===== src/rtl/pcm_ser_pkg.sv =====
package pcm_ser_pkg;

  localparam int CFG_W = 14;
  localparam logic [CFG_W-1:0] CFG_RESET = 14'h2103;

  // bit positions that carry behaviour
  localparam int FB_NORMAL = 0;
  localparam int FB_LONG   = 1;
  localparam int FB_LSB    = 2;
  localparam int FB_RISE   = 3;
  localparam int FB_LLOW   = 5;

  typedef struct packed {
    logic normal;      // data on the word clock edge instead of one slot after
    logic long_frame;  // 48 slots, 384x master clock
    logic lsb_first;
    logic rise_launch; // data launched on the rising bit clock edge
    logic left_low;    // word clock low marks the left channel
  } fmt_t;

  function automatic fmt_t fmt_decode(input logic [CFG_W-1:0] raw);
    fmt_t f;
    f.normal      = raw[FB_NORMAL];
    f.long_frame  = raw[FB_LONG];
    f.lsb_first   = raw[FB_LSB];
    f.rise_launch = raw[FB_RISE];
    f.left_low    = raw[FB_LLOW];
    return f;
  endfunction

endpackage


===== src/rtl/pcm_cfg_reg.sv =====
module pcm_cfg_reg
  import pcm_ser_pkg::*;
(
  input  logic             clk,
  input  logic             rst,
  input  logic             wr_en,
  input  logic [CFG_W-1:0] wr_data,
  input  logic             frame_start,
  output logic [CFG_W-1:0] cfg_q,
  output fmt_t             act_fmt
);

  logic [CFG_W-1:0] stored;

  always_ff @(posedge clk) begin
    if (rst) stored <= CFG_RESET;
    else if (wr_en) stored <= wr_data;
  end

  // the format in use only moves at a left frame boundary
  always_ff @(posedge clk) begin
    if (rst) act_fmt <= fmt_decode(CFG_RESET);
    else if (frame_start) act_fmt <= fmt_decode(stored);
  end

  assign cfg_q = stored;

  AST_FMT_HELD: assert property (@(posedge clk) disable iff (rst)
    !frame_start |=> $stable(act_fmt));

endmodule


===== src/rtl/pcm_frame_timer.sv =====
module pcm_frame_timer #(
  parameter int BCK_DIV    = 8,
  parameter int SLOT_SHORT = 16,
  parameter int SLOT_LONG  = 24,
  localparam int SBW = $clog2(2 * BCK_DIV),
  localparam int SLW = $clog2(2 * SLOT_LONG)
) (
  input  logic           clk,
  input  logic           rst,
  input  logic           clk_en,
  input  logic           long_frame,
  output logic [SBW-1:0] sub,
  output logic [SLW-1:0] slot,
  output logic           frame_start
);

  localparam logic [SBW-1:0] SUB_LAST = SBW'(2 * BCK_DIV - 1);

  logic [SLW-1:0] half_n, last_slot;
  logic           sub_wrap;

  always_comb begin
    half_n    = long_frame ? SLW'(SLOT_LONG) : SLW'(SLOT_SHORT);
    last_slot = half_n + half_n - SLW'(1);
    sub_wrap  = clk_en && (sub == SUB_LAST);
    frame_start = sub_wrap && (slot == last_slot);
  end

  always_ff @(posedge clk) begin
    if (rst) begin
      sub  <= '0;
      slot <= '0;
    end else if (clk_en) begin
      sub <= (sub == SUB_LAST) ? '0 : sub + SBW'(1);
      if (sub_wrap) slot <= (slot == last_slot) ? '0 : slot + SLW'(1);
    end
  end

endmodule


===== src/rtl/pcm_sample_buf.sv =====
module pcm_sample_buf #(
  parameter int SW = 16
) (
  input  logic          clk,
  input  logic          rst,
  input  logic          s_valid,
  input  logic [SW-1:0] s_left,
  input  logic [SW-1:0] s_right,
  output logic          s_ready,
  input  logic          frame_start,
  output logic [SW-1:0] cur_l,
  output logic [SW-1:0] cur_r
);

  logic          hold_full;
  logic [SW-1:0] hold_l, hold_r;
  logic          take;

  assign s_ready = !hold_full;
  assign take    = s_valid && !hold_full;

  always_ff @(posedge clk) begin
    if (rst) begin
      hold_full <= 1'b0;
      hold_l    <= '0;
      hold_r    <= '0;
      cur_l     <= '0;
      cur_r     <= '0;
    end else begin
      if (frame_start && hold_full) begin
        cur_l <= hold_l;
        cur_r <= hold_r;
      end
      if (take) begin
        hold_l    <= s_left;
        hold_r    <= s_right;
        hold_full <= 1'b1;
      end else if (frame_start) begin
        hold_full <= 1'b0;
      end
    end
  end

  AST_READY_DROPS: assert property (@(posedge clk) disable iff (rst)
    (s_valid && s_ready) |=> !s_ready);

  AST_NO_OVERWRITE: assert property (@(posedge clk) disable iff (rst)
    (hold_full && !frame_start) |=> ($stable(hold_l) && $stable(hold_r)));

  AST_PAIR_REPEAT: assert property (@(posedge clk) disable iff (rst)
    (frame_start && !hold_full) |=> ($stable(cur_l) && $stable(cur_r)));

endmodule


===== src/rtl/pcm_out_stage.sv =====
module pcm_out_stage
  import pcm_ser_pkg::*;
#(
  parameter int SW         = 16,
  parameter int BCK_DIV    = 8,
  parameter int SLOT_SHORT = 16,
  parameter int SLOT_LONG  = 24,
  localparam int SBW  = $clog2(2 * BCK_DIV),
  localparam int SLW  = $clog2(2 * SLOT_LONG),
  localparam int IDXW = $clog2(SW)
) (
  input  logic           clk,
  input  logic           rst,
  input  logic           clk_en,
  input  fmt_t           fmt,
  input  logic [SBW-1:0] sub,
  input  logic [SLW-1:0] slot,
  input  logic [SW-1:0]  cur_l,
  input  logic [SW-1:0]  cur_r,
  output logic           mclk_o,
  output logic           bck_o,
  output logic           lrck_o,
  output logic           sdata_o
);

  logic [SLW-1:0]  half_n, last_slot, nxt, pos;
  logic            left_now, left_lr, bit_v, bck_v;
  logic [SW-1:0]   smp;
  logic [IDXW-1:0] idx;

  always_comb begin
    half_n    = fmt.long_frame ? SLW'(SLOT_LONG) : SLW'(SLOT_SHORT);
    last_slot = half_n + half_n - SLW'(1);
    nxt       = (slot == last_slot) ? '0 : slot + SLW'(1);
    left_now  = slot < half_n;
    // I2S moves the word clock one slot early
    left_lr   = fmt.normal ? left_now : (nxt < half_n);
    pos       = left_now ? slot : slot - half_n;
    smp       = left_now ? cur_l : cur_r;
    idx       = fmt.lsb_first ? pos[IDXW-1:0] : (IDXW'(SW - 1) - pos[IDXW-1:0]);
    bit_v     = (pos < SLW'(SW)) ? smp[idx] : 1'b0;
    bck_v     = (sub < SBW'(BCK_DIV)) ? fmt.rise_launch : !fmt.rise_launch;
  end

  always_ff @(posedge clk) begin
    if (rst) begin
      mclk_o  <= 1'b0;
      bck_o   <= 1'b0;
      lrck_o  <= 1'b0;
      sdata_o <= 1'b0;
    end else if (clk_en) begin
      mclk_o  <= sub[0];
      bck_o   <= bck_v;
      lrck_o  <= left_lr ^ fmt.left_low;
      sdata_o <= bit_v;
    end
  end

  AST_BCK_EDGES: assert property (@(posedge clk) disable iff (rst)
    (clk_en && sub != '0 && sub != SBW'(BCK_DIV)) |=> $stable(bck_o));

endmodule


===== src/rtl/pcm_dac_serializer.sv =====
module pcm_dac_serializer
  import pcm_ser_pkg::*;
#(
  parameter int SW         = 16,
  parameter int BCK_DIV    = 8,
  parameter int SLOT_SHORT = 16,
  parameter int SLOT_LONG  = 24,
  localparam int SBW = $clog2(2 * BCK_DIV),
  localparam int SLW = $clog2(2 * SLOT_LONG)
) (
  input  logic             clk,
  input  logic             rst,
  input  logic             clk_en,
  input  logic             cfg_we,
  input  logic [CFG_W-1:0] cfg_wdata,
  output logic [CFG_W-1:0] cfg_q,
  input  logic             s_valid,
  input  logic [SW-1:0]    s_left,
  input  logic [SW-1:0]    s_right,
  output logic             s_ready,
  output logic             mclk_o,
  output logic             bck_o,
  output logic             lrck_o,
  output logic             sdata_o
);

  fmt_t           act_fmt;
  logic [SBW-1:0] sub;
  logic [SLW-1:0] slot;
  logic           frame_start;
  logic [SW-1:0]  cur_l, cur_r;

  pcm_cfg_reg u_cfg (
    .clk(clk), .rst(rst), .wr_en(cfg_we), .wr_data(cfg_wdata),
    .frame_start(frame_start), .cfg_q(cfg_q), .act_fmt(act_fmt)
  );

  pcm_frame_timer #(.BCK_DIV(BCK_DIV), .SLOT_SHORT(SLOT_SHORT), .SLOT_LONG(SLOT_LONG)) u_timer (
    .clk(clk), .rst(rst), .clk_en(clk_en), .long_frame(act_fmt.long_frame),
    .sub(sub), .slot(slot), .frame_start(frame_start)
  );

  pcm_sample_buf #(.SW(SW)) u_buf (
    .clk(clk), .rst(rst), .s_valid(s_valid), .s_left(s_left), .s_right(s_right),
    .s_ready(s_ready), .frame_start(frame_start), .cur_l(cur_l), .cur_r(cur_r)
  );

  pcm_out_stage #(.SW(SW), .BCK_DIV(BCK_DIV), .SLOT_SHORT(SLOT_SHORT), .SLOT_LONG(SLOT_LONG)) u_out (
    .clk(clk), .rst(rst), .clk_en(clk_en), .fmt(act_fmt), .sub(sub), .slot(slot),
    .cur_l(cur_l), .cur_r(cur_r),
    .mclk_o(mclk_o), .bck_o(bck_o), .lrck_o(lrck_o), .sdata_o(sdata_o)
  );

endmodule


===== config.mk =====
export PLATFORM = sky130hd
export DESIGN_NAME = pcm_dac_serializer
export DESIGN_NICKNAME = d
export VERILOG_FILES = /design/src/rtl/pcm_ser_pkg.sv /design/src/rtl/pcm_cfg_reg.sv /design/src/rtl/pcm_frame_timer.sv /design/src/rtl/pcm_sample_buf.sv /design/src/rtl/pcm_out_stage.sv /design/src/rtl/pcm_dac_serializer.sv
export SDC_FILE = /design/constraint.sdc
export NUM_CORES = 1
export LEC_CHECK = 0
export ABC_AREA = 1
export BUFFER_PORTS_ARGS = -buffer_cell sky130_fd_sc_hd__buf_2
export CAP_MARGIN = 20
export CORE_MARGIN = 2
export CORE_UTILIZATION = 35
export DETAILED_ROUTE_END_ITERATION = 8
export GPL_TIMING_DRIVEN = 0
export PLACE_DENSITY = 0.59
export SKIP_CTS_REPAIR_TIMING = 1
export SLEW_MARGIN = 30
export SYNTH_ARGS = -nofsm -noshare
export SYNTH_HDL_FRONTEND = slang
export SYNTH_SLANG_ARGS = --single-unit
export TNS_END_PERCENT = 30

===== constraint.sdc =====
create_clock -name clk -period 2.1 [get_ports clk]
set_clock_uncertainty 0.15 [all_clocks]
set_input_delay 0.315 -clock clk [delete_from_list [all_inputs] [get_ports clk]]
set_output_delay 0.315 -clock clk [all_outputs]
set_load 0.1 [all_outputs]

=== After elaboration in Yosys (flattened, before gate mapping) ===
Cells that the tools add are included.

* Word-level logic and storage cells: 52
* Input port bits: 51
* Register bits: 98
* Output and inout bits: 19

* Muxes and demuxes: 13
* Order comparisons: 5
* Eq/ne operators: 2
* $add $sub $neg: 6
* Bitwise operators: 1
* Reduce and logical (&&, ||, !) cells: 8

{| class="wikitable"
|+ Operator list
! operator !! count
|-
| 2-to-1 mux 16 bit || 1
|-
| < comparator 6 bit || 2
|-
| 2-to-1 mux 4 bit || 3
|-
| 2-to-1 mux 6 bit || 2
|-
| adder 6 x 1 -> 6 bit, second input constant || 1
|-
| adder 6 bit || 1
|-
| equality test 6 bit || 1
|-
| < comparator 6 x 5 -> 1 bit, second input constant || 1
|-
| 2-to-1 mux 1 bit || 6
|-
| subtractor 6 x 1 -> 6 bit, second input constant || 1
|-
| subtractor 6 bit || 1
|-
| < comparator 4 x 5 -> 1 bit, second input constant || 1
|-
| adder 4 x 1 -> 4 bit, second input constant || 1
|-
| binary-select mux 1 bit (select 4 bit) || 1
|-
| equality test 4 bit, second input constant || 1
|-
| logical AND 1 bit || 4
|-
| < comparator 4 bit, second input constant || 1
|-
| subtractor 4 bit, first input constant || 1
|-
| zero test 1 bit || 2
|-
| AND reduction 2 bit || 1
|-
| nonzero test 2 bit || 1
|-
| XOR 1 bit || 1
|}

=== Depth between registers and ports, before layout ===
* Depth after elaboration: 8
* Depth in mapped cells: 13

=== By module ===
Synthesis repeated with hierarchy kept, for this count alone.

* Cell total of the unflattened synthesis: 692
* Area, all modules: 4629.4 um^2

{| class="wikitable"
|+ Modules (own cells, without submodules)
! module !! sequential area each (um^2) !! area each (um^2) !! cells an instance !! instances
|-
| pcm_sample_buf || 1301.2 || 2523.7 || 352 || 1
|-
| pcm_out_stage || 80.1 || 792.0 || 149 || 1
|-
| pcm_cfg_reg || 380.4 || 760.7 || 110 || 1
|-
| pcm_frame_timer || 200.2 || 553.0 || 81 || 1
|}

=== Least setup slack after synthesis ===
No wires, ideal clock.

* Kind: flip-flop to flip-flop
* Start point: register u_buf.hold_full
* End point: register u_buf.hold_l[10]
* Buffers on the path: 1
* Arrival: 1.753 ns
* Clock period less this slack: 1.967 ns
* Cell stages (with the launch flop): 7
* Slack: 0.133 ns
* Path through: dfxtp_1 -> inv_1 -> nand2_1 -> inv_1 -> clkbuf_1 -> nor2_1 -> nor2_1

* Longest elaborated chain between the ends: 2

{| class="wikitable"
|+ RTL lines
! what !! RTL line !! RTL
|-
| from (decl) || pcm_sample_buf.sv:15 || <nowiki>logic hold_full;</nowiki>
|-
| from (signal assigned) || pcm_sample_buf.sv:24 || <nowiki>hold_full <= 1'b0;</nowiki>
|-
| from (signal assigned) || pcm_sample_buf.sv:37 || <nowiki>hold_full <= 1'b1;</nowiki>
|-
| from (signal assigned) || pcm_sample_buf.sv:39 || <nowiki>hold_full <= 1'b0;</nowiki>
|-
| zero test 1 bit || - ||
|-
| named net s_ready || pcm_dac_serializer.sv:20 || <nowiki>output logic s_ready,</nowiki>
|-
| logical AND 1 bit || pcm_sample_buf.sv:20 || <nowiki>assign take = s_valid && !hold_full;</nowiki>
|-
| to (signal assigned) || pcm_sample_buf.sv:35 || <nowiki>hold_l <= s_left;</nowiki>
|-
| to (decl) || pcm_sample_buf.sv:16 || <nowiki>logic [SW-1:0] hold_l, hold_r;</nowiki>
|}

The timed path passes the listed nets, and every way through them passes these cells.
A chain may end at the register's enable or synchronous reset.

=== Final worst setup path ===
* Start point: register u_timer.slot[3]
* End point: register u_out.sdata_o

* Longest elaborated chain between the ends: 7

{| class="wikitable"
|+ RTL lines
! what !! RTL line !! RTL
|-
| from (decl) || pcm_frame_timer.sv:13 || <nowiki>output logic [SLW-1:0] slot,</nowiki>
|-
| from (signal assigned) || pcm_frame_timer.sv:35 || <nowiki>if (sub_wrap) slot <= (slot == last_slot) ? '0 : slot + SLW'(1);</nowiki>
|-
| subtractor 6 bit or < comparator 6 bit (tied branches) || pcm_out_stage.sv:38, pcm_out_stage.sv:35 ||
|-
| 2-to-1 mux 6 bit || pcm_out_stage.sv:38 || <nowiki>pos = left_now ? slot : slot - half_n;</nowiki>
|-
| subtractor 4 bit || pcm_out_stage.sv:40 || <nowiki>idx = fmt.lsb_first ? pos[IDXW-1:0] : (IDXW'(SW - 1) - pos[IDXW-1:0]);</nowiki>
|-
| 2-to-1 mux 4 bit || pcm_out_stage.sv:40 ||
|-
| binary-select mux 1 bit (select 4 bit) || pcm_out_stage.sv:41 || <nowiki>bit_v = (pos < SLW'(SW)) ? smp[idx] : 1'b0;</nowiki>
|-
| 2-to-1 mux 1 bit (not written as such) || pcm_out_stage.sv:41 ||
|-
| 2-to-1 mux 1 bit (*) || pcm_out_stage.sv:41 ||
|-
| to (signal assigned) || pcm_out_stage.sv:55 || <nowiki>sdata_o <= bit_v;</nowiki>
|-
| to (decl) || pcm_out_stage.sv:23 || <nowiki>output logic sdata_o</nowiki>
|}

Mark *: on every way between the ends. The rest lies on a longest branch, timed or not. The select of a mux whose other input is x is not followed.

==> impl_metrics.sql <==
INSERT INTO impl_metrics (metric_group, metric, value, unit) VALUES
('status', 'outcome', 'finished clean', ''),
('floorplan', 'ios', '70', ''),
('synth', 'gate_count_post_synth', '539', ''),
('cells_and_area', 'layout-area-overhead-vs-synth', '21.21', '%'),
('critical_path', 'worst-path-max-fanout', '10', ''),
('synth', 'syn_area_per_cell', '7.572', 'µm²'),
('pwr', 'power.switching_fraction', '25.82', '%'),
('global_route', 'groute.layer.met3.usage', '3.375', '%'),
('cts', 'cts-root-buf', 'clkbuf_16', ''),
('worst_hold_path', 'hold_class', 'input pin to register', ''),
('timing', 'final.setup.tns', '0', 'ns'),
('global_route', 'grt_pass1_wl', '16.56', 'mm'),
('place', 'pre_cts_ws', '-0.05969', 'ns'),
('cells_and_area', 'final_layout_size_suffix_gt1_share', '20.16', '%'),
('place', 'hpwlAfterDp', '7.448', 'mm'),
('routing', 'drt_first_pass_iters', '4', ''),
('timing', 'final.period_utilization', '93.13', '%'),
('place', 'placement.cell_area', '4601', 'µm²'),
('global_route', 'global_route.usage.met2', '26.91', '%'),
('synth', 'synthArstFlopShare', '0', '%'),
('timing', 'number_of_setup_violations_in_the_final_report', '0', ''),
('synth', 'synth.cell_area', '4081', 'µm²'),
('timing', 'timing.final.hold_violations', '0', ''),
('cells_and_area', 'layout_common_cells', '95 x dfxtp_1, 93 x nor2_1, 68 x buf_2', ''),
('routing', 'vias_per_cell', '4.823', ''),
('cts', 'clk_path_buf_depth', '2', ''),
('global_route', 'grt_antenna_before_repair', '0', ''),
('floorplan', 'die_width', '112.0', 'µm'),
('routing', 'detail_route.drc_violations', '0', ''),
('synth', 'postSynth.topFlopCell', 'dfxtp_1', ''),
('floorplan', 'die_h', '112.0', 'µm'),
('global_route', 'grt_util_all_layers', '16.43', '%'),
('synth', 'synth_seq_cells', '98', ''),
('timing', 'worst_hold_slack', '0.02504', 'ns'),
('critical_path', 'worst_setup_path_start_kind', 'register', ''),
('routing', 'post_drt_wl_per_cell', '12.80', 'µm'),
('critical_path', 'crit_required', '2.19', 'ns'),
('cells_and_area', 'finalNetCount', '675', ''),
('timing', 'period_needed', '1.956', 'ns'),
('cells_and_area', 'layout_commonest_cell', 'dfxtp_1', ''),
('cts', 'cts-buffers-inserted', '9', ''),
('critical_path', 'crit_arrival', '2.05', 'ns'),
('pwr', 'internal-power', '2993', 'µW'),
('pwr', 'p_comb_share', '10.9', '%'),
('critical_path', 'cp-end-kind', 'register', ''),
('job', 'drv.max_cap_violation_count', '0', ''),
('timing', 'worst_slew_margin_rel', '66.94', '%'),
('cts', 'cts.clk_slew.worst_paths', '0.06', 'ns'),
('synth', 'ys.warnings.count', '0', ''),
('synth', 'part_of_the_yosys_area_used_for_sequential_elements', '48.07', '%'),
('synth', 'syn_nets', '593', ''),
('synth', 'synth_enable_flop_cells', '0', ''),
('pwr', 'part_of_the_power_in_registers', '49.0', '%'),
('routing', 'finalWirelength', '9.829', 'mm'),
('place', 'gpl.final_weighted_congestion', '0.9058', ''),
('floorplan', 'design.die.area', '12540', 'µm²'),
('pwr', 'p_clk_share', '40.2', '%'),
('pwr', 'static-leakage-power', '0.002145', 'µW'),
('timing', 'finalWorstSetupSlack', '0.1442', 'ns'),
('critical_path', 'crit_path_start', 'u_timer.slot[3]$_SDFFE_PP0P_', ''),
('routing', 'final_antenna_net_count', '0', ''),
('global_route', 'met1_usage', '20.94', '%'),
('worst_hold_path', 'worst_hold_depth', '3', ''),
('critical_path', 'ff2ff_setup_slack', '0.14', 'ns'),
('timing', 'report.final.slew_viol_count', '0', ''),
('floorplan', 'placeableCoreArea', '11420', 'µm²'),
('cts', 'clock_insertion_delay_worst_skew', '0.35', 'ns'),
('pwr', 'power_density', '815.5', 'nW/µm²'),
('cts', 'cts_sinks', '98', ''),
('cells_and_area', 'final_cell_area', '4947', 'µm²'),
('synth', 'distinct_cell_type_count_after_synthesis', '31', '');
-- synthesized netlist by cell type (6+ instances only) --
cell type   n  area (µm²)
inv_1      55       206.5
dfxtp_1    98        1962
buf_6       6       67.56
o21ai_1    19       95.09
o21ai_0    66       330.3
a21oi_1    35       175.2
nand3_1    51       255.2
clkbuf_1   20       75.07
a21oi_2    10       87.58
nand2_1    46       172.7
nor2_1     93       349.1
xor2_1      6       52.55
-- worst max-delay path by stage --
stage                     slack (ns)  cells after the start                       endpoint
after floorplan                 0.13                      6  u_buf.hold_l[10]$_SDFFE_PP0P_
after global placement         -0.07                     13     u_out.sdata_o$_SDFFE_PP0P_
after detailed placement       -0.06                     13     u_out.sdata_o$_SDFFE_PP0P_
after CTS                      -0.09                     13     u_out.sdata_o$_SDFFE_PP0P_
after global routing          -0.001                     10   u_buf.cur_l[15]$_SDFFE_PP0P_
final                           0.14                     13     u_out.sdata_o$_SDFFE_PP0P_
-- cell families (layout without fill, tap and decap cells) --
| logic type | count (synthesis) | count (layout) | synth area share (%) |
|---|---|---|---|
| flip-flops | 98 | 98 | 48.07 |
| adder cells (fa/ha/maj) | 3 | 3 | 0.9198 |
| AND/OR/NAND/NOR | 204 | 204 | 21.83 |
| buffers and inverters | 89 | 175 | 9.349 |
| XOR/XNOR | 7 | 7 | 1.502 |
| AO/OA/AOI/OAI | 138 | 138 | 18.33 |
-- layout make-up --
class	instances	area, µm²
tap	143	178.9
buffer	29	167.7
multi-input combinational	352	1760
sequential	98	1966
clock buffer	12	246.5
clock inverter	3	40.04
fill	1194	6471
timing repair buffer	71	362.8
inverter	60	225.2
-- metrics by stage --
stage,std cells,total power [µW]
3_5_place_dp,750,2457
3_3_place_gp,750,2448
6_report,768,4034
5_1_grt,768,4208
4_1_cts,765,4066
2_1_floorplan,539,2330
-- metal layers --
metal | vias up | share of wire (%)
met1 | 1706 | 48
li1 | 1922 | -
met5 | - | 0
met2 | 59 | 46
met4 | 0 | 2.5
met3 | 17 | 3.0
-- worst max-delay path, cell delays in order, from the launching register on --
cell      delay, ns
dfxtp_2        0.35
inv_2          0.06
ha_1           0.19
inv_1          0.12
nand2_2        0.10
nand2_4        0.12
buf_6          0.15
nand2_1        0.07
nand3_1        0.08
nand3_1        0.08
nand3_1        0.12
nand3b_1       0.09
nand3_1        0.10
a21oi_1        0.07
-- power groups by stage --
stage | Sequential [µW] | Combinational [µW] | Clock (µW)
finish | 1980 | 438 | 1620
floorplan | 2160 | 166 | 0
global placement | 2010 | 433 | 0
detailed placement | 2020 | 440 | 0
global route | 1990 | 483 | 1740
CTS | 1980 | 441 | 1650
-- registers in the layout (all words and copies together), names as in the netlist --
name             count
u_buf.cur_l         16
u_buf.cur_r         16
u_buf.hold_l        16
u_buf.hold_r        16
u_cfg.cfg_q         14
u_timer.slot         6
u_cfg.act_fmt        5
u_timer.sub          4
u_buf.hold_full      1
u_out.bck_o          1
u_out.lrck_o         1
u_out.mclk_o         1
u_out.sdata_o        1
Note: power is estimated with default switching activity, not from simulation.
